===== src/rtl/boot_pkg.sv =====
package boot_pkg;

  typedef enum logic [1:0] {
    MODE_BOOT = 2'b00,
    MODE_LOAD = 2'b01,
    MODE_WAKE = 2'b10,
    MODE_MEAS = 2'b11
  } mode_t;

  typedef enum logic [2:0] {
    ST_BOOT  = 3'd0,
    ST_LOAD  = 3'd1,
    ST_PROBE = 3'd2,
    ST_WAKE  = 3'd3,
    ST_MEAS  = 3'd4
  } seq_state_t;

  localparam logic [15:0] DEF_THR     = 16'd16384;
  localparam logic [7:0]  DEF_GAIN    = 8'd100;
  localparam logic [12:0] DEF_OVS_KHZ = 13'd4096;
  localparam logic [7:0]  DEF_DEC1    = 8'd64;
  localparam logic [2:0]  DEF_MM      = 3'd4;
  localparam logic [7:0]  DEF_DEC2    = 8'd1;

endpackage


===== src/rtl/boot_rst_sync.sv =====
module boot_rst_sync #(
  parameter int STAGES = 2
) (
  input  logic clk,
  input  logic rst_n_in,
  output logic rst_n_out
);

  logic [STAGES-1:0] chain_q;
  logic [STAGES-1:0] chain_d;

  always_comb begin
    chain_d = {chain_q[STAGES-2:0], 1'b1};
  end

  always_ff @(posedge clk or negedge rst_n_in) begin
    if (!rst_n_in) chain_q <= '0;
    else           chain_q <= chain_d;
  end

  assign rst_n_out = chain_q[STAGES-1];

endmodule


===== src/rtl/boot_pulse_ctr.sv =====
module boot_pulse_ctr #(
  parameter int N_WORDS = 188,
  parameter int AW      = $clog2(N_WORDS)
) (
  input  logic          clk,
  input  logic          rst_n,
  input  logic          run,
  output logic [AW-1:0] idx,
  output logic          low_ph,
  output logic          last
);

  localparam logic [AW-1:0] LAST_IDX = AW'(N_WORDS - 1);

  logic [AW-1:0] idx_q, idx_d;
  logic          ph_q, ph_d;

  always_comb begin
    idx_d = idx_q;
    ph_d  = ph_q;
    if (!run) begin
      idx_d = '0;
      ph_d  = 1'b0;
    end else if (!ph_q) begin
      ph_d = 1'b1;
    end else begin
      ph_d = 1'b0;
      if (idx_q != LAST_IDX) idx_d = idx_q + 1'b1;
    end
  end

  always_ff @(posedge clk or negedge rst_n) begin
    if (!rst_n) begin
      idx_q <= '0;
      ph_q  <= 1'b0;
    end else begin
      idx_q <= idx_d;
      ph_q  <= ph_d;
    end
  end

  assign idx    = idx_q;
  assign low_ph = run && !ph_q;
  assign last   = run && ph_q && (idx_q == LAST_IDX);

endmodule


===== src/rtl/boot_ext_probe.sv =====
module boot_ext_probe #(
  parameter int WIN_CYC   = 16,
  parameter int MIN_EDGES = 4
) (
  input  logic clk,
  input  logic rst_n,
  input  logic ext_async,
  input  logic active,
  output logic win_done,
  output logic present
);

  localparam int WW = $clog2(WIN_CYC);
  localparam int EW = $clog2(MIN_EDGES + 1);
  localparam logic [WW-1:0] WIN_LAST = WW'(WIN_CYC - 1);
  localparam logic [EW-1:0] EDGE_SAT = EW'(MIN_EDGES);

  logic [2:0]    sync_q;
  logic [WW-1:0] win_q, win_d;
  logic [EW-1:0] edg_q, edg_d;
  logic          rise;

  always_ff @(posedge clk or negedge rst_n) begin
    if (!rst_n) sync_q <= '0;
    else        sync_q <= {sync_q[1:0], ext_async};
  end

  assign rise = sync_q[1] && !sync_q[2];

  always_comb begin
    win_d = '0;
    edg_d = '0;
    if (active) begin
      win_d = (win_q == WIN_LAST) ? win_q : win_q + 1'b1;
      edg_d = edg_q;
      if (rise && (edg_q != EDGE_SAT)) edg_d = edg_q + 1'b1;
    end
  end

  always_ff @(posedge clk or negedge rst_n) begin
    if (!rst_n) begin
      win_q <= '0;
      edg_q <= '0;
    end else begin
      win_q <= win_d;
      edg_q <= edg_d;
    end
  end

  assign win_done = active && (win_q == WIN_LAST);
  assign present  = (edg_q == EDGE_SAT);

endmodule


===== src/rtl/boot_cal_loader.sv =====
module boot_cal_loader
  import boot_pkg::*;
#(
  parameter int N_WORDS    = 188,
  parameter int TRIM_WORDS = 60,
  parameter int ZERO_IDX   = 150,
  parameter int DW         = 16,
  parameter int AW         = 8,
  parameter int WIN_CYC    = 16,
  parameter int MIN_EDGES  = 4
) (
  input  logic          clk_int,
  input  logic          rst_n,
  input  logic          ext_clk,
  output logic [AW-1:0] otp_addr,
  input  logic [DW-1:0] otp_rdata,
  output logic          reg_we,
  output logic          reg_bank,
  output logic [AW-1:0] reg_addr,
  output logic [DW-1:0] reg_wdata,
  output logic          int_n,
  output logic          clk_en,
  output logic [1:0]    mode,
  output logic          load_done,
  output logic [15:0]   thr_val,
  output logic [7:0]    gain_code,
  output logic [12:0]   ovs_khz,
  output logic [7:0]    dec1,
  output logic [2:0]    mm_cfg,
  output logic [7:0]    dec2
);

  localparam logic [AW-1:0] TRIM_END = AW'(TRIM_WORDS);
  localparam logic [AW-1:0] ZERO_AT  = AW'(ZERO_IDX);

  logic          srst_n;
  seq_state_t    st_q, st_d;
  logic [AW-1:0] idx;
  logic          low_ph, last;
  logic          win_done, present;
  logic          cfg_upd, meas_upd;

  logic [15:0] thr_q;
  logic [7:0]  gain_q, dec1_q, dec2_q;
  logic [12:0] ovs_q;
  logic [2:0]  mm_q;

  boot_rst_sync #(.STAGES(2)) u_rsync (
    .clk       (clk_int),
    .rst_n_in  (rst_n),
    .rst_n_out (srst_n)
  );

  boot_pulse_ctr #(.N_WORDS(N_WORDS), .AW(AW)) u_pulse (
    .clk    (clk_int),
    .rst_n  (srst_n),
    .run    (st_q == ST_LOAD),
    .idx    (idx),
    .low_ph (low_ph),
    .last   (last)
  );

  boot_ext_probe #(.WIN_CYC(WIN_CYC), .MIN_EDGES(MIN_EDGES)) u_probe (
    .clk       (clk_int),
    .rst_n     (srst_n),
    .ext_async (ext_clk),
    .active    (st_q == ST_PROBE),
    .win_done  (win_done),
    .present   (present)
  );

  // next-state logic
  always_comb begin
    st_d = st_q;
    unique case (st_q)
      ST_BOOT:  st_d = ST_LOAD;
      ST_LOAD:  if (last) st_d = ST_PROBE;
      ST_PROBE: if (win_done) st_d = present ? ST_MEAS : ST_WAKE;
      ST_WAKE:  st_d = ST_WAKE;
      ST_MEAS:  st_d = ST_MEAS;
      default:  st_d = ST_BOOT;
    endcase
  end

  always_ff @(posedge clk_int or negedge srst_n) begin
    if (!srst_n) st_q <= ST_BOOT;
    else         st_q <= st_d;
  end

  // default configuration registers with explicit enables
  assign cfg_upd  = (st_q == ST_PROBE) && win_done;
  assign meas_upd = cfg_upd && present;

  always_ff @(posedge clk_int or negedge srst_n) begin
    if (!srst_n) thr_q <= '0;
    else if (cfg_upd) thr_q <= DEF_THR;
  end

  always_ff @(posedge clk_int or negedge srst_n) begin
    if (!srst_n) begin
      gain_q <= '0;
      ovs_q  <= '0;
      dec1_q <= '0;
      mm_q   <= '0;
      dec2_q <= '0;
    end else if (meas_upd) begin
      gain_q <= DEF_GAIN;
      ovs_q  <= DEF_OVS_KHZ;
      dec1_q <= DEF_DEC1;
      mm_q   <= DEF_MM;
      dec2_q <= DEF_DEC2;
    end
  end

  // outputs
  always_comb begin
    unique case (st_q)
      ST_BOOT:           mode = MODE_BOOT;
      ST_LOAD, ST_PROBE: mode = MODE_LOAD;
      ST_WAKE:           mode = MODE_WAKE;
      ST_MEAS:           mode = MODE_MEAS;
      default:           mode = MODE_BOOT;
    endcase
  end

  assign clk_en    = (st_q != ST_BOOT);
  assign load_done = (st_q == ST_PROBE) || (st_q == ST_WAKE) || (st_q == ST_MEAS);
  assign otp_addr  = idx;
  assign reg_we    = low_ph;
  assign int_n     = !low_ph;
  assign reg_addr  = idx;
  assign reg_bank  = (idx >= TRIM_END);
  assign reg_wdata = (idx == ZERO_AT) ? '0 : otp_rdata;

  assign thr_val   = thr_q;
  assign gain_code = gain_q;
  assign ovs_khz   = ovs_q;
  assign dec1      = dec1_q;
  assign mm_cfg    = mm_q;
  assign dec2      = dec2_q;

endmodule


===== config.mk =====
export PLATFORM = sky130hd
export DESIGN_NAME = boot_cal_loader
export DESIGN_NICKNAME = d
export VERILOG_FILES = /design/src/rtl/boot_pkg.sv /design/src/rtl/boot_rst_sync.sv /design/src/rtl/boot_pulse_ctr.sv /design/src/rtl/boot_ext_probe.sv /design/src/rtl/boot_cal_loader.sv
export SDC_FILE = /design/constraint.sdc
export NUM_CORES = 1
export LEC_CHECK = 0
export CAP_MARGIN = 20
export CORE_ASPECT_RATIO = 0.5
export CORE_UTILIZATION = 57
export CTS_CLUSTER_DIAMETER = 120
export CTS_CLUSTER_SIZE = 8
export DETAILED_ROUTE_END_ITERATION = 10
export DONT_BUFFER_PORTS = 1
export PLACE_DENSITY = 0.74
export SLEW_MARGIN = 5
export SYNTH_ARGS = -nofsm -noshare
export SYNTH_HDL_FRONTEND = slang
export SYNTH_SLANG_ARGS = --single-unit

===== constraint.sdc =====
create_clock -name clk_int -period 1.6 [get_ports clk_int]
set_clock_uncertainty 0.15 [all_clocks]
set_input_delay 0.32 -clock clk_int [delete_from_list [all_inputs] [get_ports clk_int]]
set_output_delay 0.32 -clock clk_int [all_outputs]
set_load 0.02 [all_outputs]

Yosys cells after proc, flatten, opt, wreduce, memory -nomap -nowiden

Index checks and enable logic that the tools add are counted.
Widths: inputs -> output; s select.

Register bits: 27
Input port bits: 19
Output and inout bits: 95
Logic and storage cells: 63

$add $sub $neg: 3
Magnitude comparators: 1
Equality and inequality tests: 16
Mux-type cells: 15
Reductions and logical operators: 18

Operators with widths:

| kind                | count |
|---|---|
| $mux 8              | 3 |
| $eq 8x8->1 const B  | 2 |
| $mux 16             | 1 |
| $mux 3              | 5 |
| $pmux 3 s5          | 1 |
| $ne 2x2->1 const B  | 6 |
| $add 8x1->8 const B | 1 |
| $ge 8x6->1 const B  | 1 |
| $logic_and 1x1->1   | 8 |
| $mux 4              | 2 |
| $ne 8x8->1 const B  | 1 |
| $eq 3x2->1 const B  | 2 |
| $eq 3x3->1 const B  | 2 |
| $pmux 2 s3          | 1 |
| $add 4x1->4 const B | 1 |
| $eq 4x4->1 const B  | 1 |
| $reduce_and 2->1    | 2 |
| $add 3x1->3 const B | 1 |
| $eq 3x1->1 const B  | 1 |
| $logic_not 1->1     | 3 |
| $logic_not 3->1     | 1 |
| $ne 3x3->1 const B  | 1 |
| $reduce_bool 3->1   | 1 |
| $logic_or 1x1->1    | 2 |
| other kinds (2)     | 3 |

Longest topological paths before layout

Depth in word-level cells: 5
Gate-level depth with buffers: 5
Depth with buffers taken out: 5

Hierarchy

Synthesis repeated with hierarchy kept, for this count alone.

Cell total of the unflattened synthesis: 206
Area total of the unflattened synthesis: 1933.1 sq um

By module, submodules not included:

| module          | times used | cells an instance | area an instance (sq um) | sequential area each (sq um) |
|---|---|---|---|---|
| boot_cal_loader | 1          | 114               | 945.9                    | 125.1 |
| boot_pulse_ctr  | 1          | 46                | 470.5                    | 225.2 |
| boot_ext_probe  | 1          | 43                | 462.9                    | 250.2 |
| boot_rst_sync   | 1          | 3                 | 53.8                     | 50.0 |

Worst setup path after synthesis

No wires, ideal clock.

Path kind: register to output
Start point: reg u_pulse.idx_q[0] (netlist: u_pulse.idx[0])
End point: out reg_wdata[10]
Arrival: 1.371 ns
Required time: 1.130 ns
Setup slack: -0.241 ns
Stages on the path, launching flop included: 6
Path buffers: 1
Cell sequence: dfrtp_1 inv_1 ha_1 nand4_4 buf_2 and2_1

Cells in the longest elaborated chain, start to end: 2

Ends and longest elaborated chain:

| element                | RTL line               | RTL |
|---|---|---|
| start, declared        | boot_pulse_ctr.sv:15   | `logic [AW-1:0] idx_q, idx_d;` |
| start signal, assigned | boot_pulse_ctr.sv:37   | `idx_q <= idx_d;` |
| $eq 8x8->1             | boot_cal_loader.sv:133 | `assign reg_wdata = (idx == ZERO_AT) ? '0 : otp_rdata;` |
| $mux 16                | boot_cal_loader.sv:133 |  |
| end, declared          | boot_cal_loader.sv:20  | `output logic [DW-1:0] reg_wdata,` |

No other way between the ends.

Worst setup path after layout

Start point: reg u_pulse.idx_q[6] (netlist: u_pulse.idx[6])
End point: out reg_wdata[9]

Same word-level chain as after synthesis.

==> flow_metrics.py <==
metrics = {
    "status": {
        "status": "finished with violations",
        "violations": "design-rule violations, negative setup slack",
    },
    "place": {
        "place_area_um2": 1870,
        "place.gp.congestion": 0.777,
        "dp_hpwl_mm": 2.65,
        "portBuffers": 0,
        "place_ws_ns": -0.0348,
    },
    "finish": {
        "final_nets": 260,
        "layout-drive-gt1-share_pct": 39.3,
        "final_cell_mix": "49 x conb_1, 25 x buf_4, 18 x dfrtp_1",
        "final_common_cell": "conb_1",
        "multi_input_area_um2": 1090,
        "finish.instance_area_um2": 2260,
        "fillers": 232,
        "diodes": 0,
        "seq_area_um2": 661,
        "area_growth_syn_to_layout_pct": 17.5,
    },
    "clock_network": {
        "cts.sinks": 26,
        "cts-htree-levels": 1,
        "cts-root-buf": "clkbuf_8",
        "clk_latency_ns": 0.27,
        "cts_buffers": 3,
        "path_clk_slew_ns": 0.09,
        "cts_buffer_depth": 2,
        "cts_tree": "yes",
    },
    "critical_path": {
        "crit_path_max_fanout": 8,
        "critPathArrivalTime_ns": 1.37,
        "end_kind": "output port",
        "crit_path_start_kind": "flop",
        "cp.required_ns": 1.13,
        "r2r-start": "u_pulse.idx[6]",
        "setup.worst_path.start": "u_pulse.idx[6]",
        "crit_type": "reg2out",
    },
    "pwr": {
        "max-vdd-ir-drop_mv": 0.571,
        "leakage_nw": 1.12,
        "power_density_nw_per_um2": 547,
    },
    "floorplanning": {
        "ioPinCount": 114,
        "dieHeight_um": 43.0,
        "die_x_um": 84.1,
        "core_region_area_um2": 3100,
        "start_util_pct": 61.9,
        "rows": 14,
        "die-area_um2": 3620,
    },
    "sta": {
        "finalCritPeriodShare_pct": 115,
        "setup_viol": 23,
        "hold_viol": 0,
        "layout_setup_ws_ns": -0.240,
        "grt_setup_unrepaired": "true",
        "min_period_ns": 1.84,
        "timing.fmax_mhz": 543,
        "drv_slew": 0,
    },
    "global_route": {
        "grt_max_degree": 19,
        "grt_overflow_total": 0,
        "track_usage_pct": 21.9,
        "grt_pass1_wl_mm": 6.07,
        "grt_pass1_vias": 1306,
        "antenna_found_initial": 0,
    },
    "routing": {
        "dr.pass1.iters": 7,
        "totalWireLength_mm": 4.00,
        "postRouteAntennaNets": 0,
        "wl_per_cell_um": 14.6,
        "drtIter0Drc": 46,
        "drt-vias-per-instance": 4.97,
        "vias": 1361,
        "drc_errors": 14,
    },
    "synth": {
        "synth_top_area_share_pct": 33.9,
        "synth_area_leaders": "dfrtp_1 34%, buf_4 25%, and2_1 5.5%, ha_1 3.9%, nand2_1 2.3%",
        "synth.ff_latch_count": 26,
        "syn_inst": 212,
        "synth.distinct_cells": 38,
        "yosysSeqAreaShare_pct": 33.9,
        "yosysTopAreaCell": "dfrtp_1",
        "syn_area_um2": 1920,
        "avgSynthCellArea_um2": 9.06,
        "yosysWarningCount": 0,
    },
    "hold_path": {
        "worstHoldPathType": "reg2async",
    },
    "flow_run": {
        "drv_cap": 0,
    },
}
-- state kept, by name (all words and copies together) (netlist names) --
signal           count
thr_val              1
u_probe.win_q        4
st_q                 3
u_pulse.idx          8
u_rsync.chain_q      2
mm_cfg               1
u_pulse.ph_q         1
u_probe.sync_q       3
u_probe.edg_q        3
-- layout make-up --
class	count	share of cell area (%)
Clock buffer	4	2.00
Inverter	9	1.61
Multi-Input combinational cell	156	48.4
Sequential cell	26	29.3
Tap cell	40	2.22
Timing Repair Buffer	39	16.5
-- worst max-delay path, stage by stage, from the launching register on --
cell     delay (ns)
dfrtp_2        0.41
and3b_4        0.34
nand4_4        0.13
and2_4         0.22
-- Yosys cell counts --
master    instances
mux2i_1           3
nand4_2           1
o21bai_1          1
and2_1           17
nand2_1          12
nor3b_2           1
xnor2_1           2
nand4b_2          1
xor2_1            2
a31oi_1           1
o211ai_1          1
nor3_1            3
a311o_1           1
nand3_2           2
nand2b_1          3
or3_1             7
and4b_1           1
o311a_1           1
nor3b_1           1
nand4_4           1
or3b_1            1
o21ai_0           7
a21oi_1           8
ha_1              6
nand3_1           4
inv_2             3
nand4_1           3
buf_2             5
a21boi_1          1
conb_1            2
buf_4            64
nor2_1            9
inv_1             6
nand2b_4          1
o32ai_1           1
o31ai_1           2
and3b_4           1
dfrtp_1          26
-- per-layer routing --
layer | global-route usage, % | up-vias | routed length (um)
met3 | 5.45 | 9 | 276
li1 | - | 638 | -
met5 | 0 | - | 0
met1 | 23.4 | 652 | 1520
met4 | 6.21 | 0 | 62
met2 | 43.4 | 62 | 2150
-- logic make-up (layout without fill, tap and decap cells) --
| group | count (synthesis) | count (layout) | synth area share, % |
|---|---|---|---|
| compound gates | 24 | 24 | 7.69 |
| xor+xnor | 4 | 4 | 1.82 |
| fa+ha+maj | 6 | 6 | 3.91 |
| buf+inv | 78 | 52 | 28.1 |
| flops | 26 | 26 | 33.9 |
| mux | 3 | 3 | 1.56 |
| other cells | 2 | 49 | 0.391 |
| simple gates | 69 | 70 | 22.7 |
-- stage by stage --
step	setup TNS, ns	power, mW	cells	hold slack [ns]	util, %
4_1_cts	-3.98	1.24	269	0.0804	67.5
2_1_floorplan	-0.808	0.931	259	-0.126	-
6_report	-4.16	1.23	274	0.0654	72.8
5_1_grt	-5.39	1.28	274	0.102	72.8
3_3_place_gp	-0.0151	0.850	253	-0.126	60.4
3_5_place_dp	-0.191	0.851	253	-0.126	60.4
-- what timing repair did --
action	4_1_cts	5_1_grt
pin swaps	11	11
hold buffers	3	0
endpoints found under the hold margin	9	0
setup endpoints to repair	28	36
gates resized for setup	27	28
cloned	1	0
setup buffers	8	5
-- worst paths after layout --
check,end,slack (ns),cells past startpoint
min in group clk_int,u_probe.sync_q[1],0.20,0
worst max-delay path,reg_wdata[9],-0.24,3
worst min register to register,u_pulse.idx[7],0.07,1
max in group asynchronous,u_probe.sync_q[1],0.58,1
worst min-delay path,u_pulse.idx[7],0.07,1
worst max register to register,st_q[0],-0.05,5
-- power by group --
group	internal, mW	switching (mW)
Combinational	0.0367	0.151
Clock	0.178	0.203
Sequential	0.663	0.00222
Total	0.878	0.357
Power figures use the tool's default switching activity.
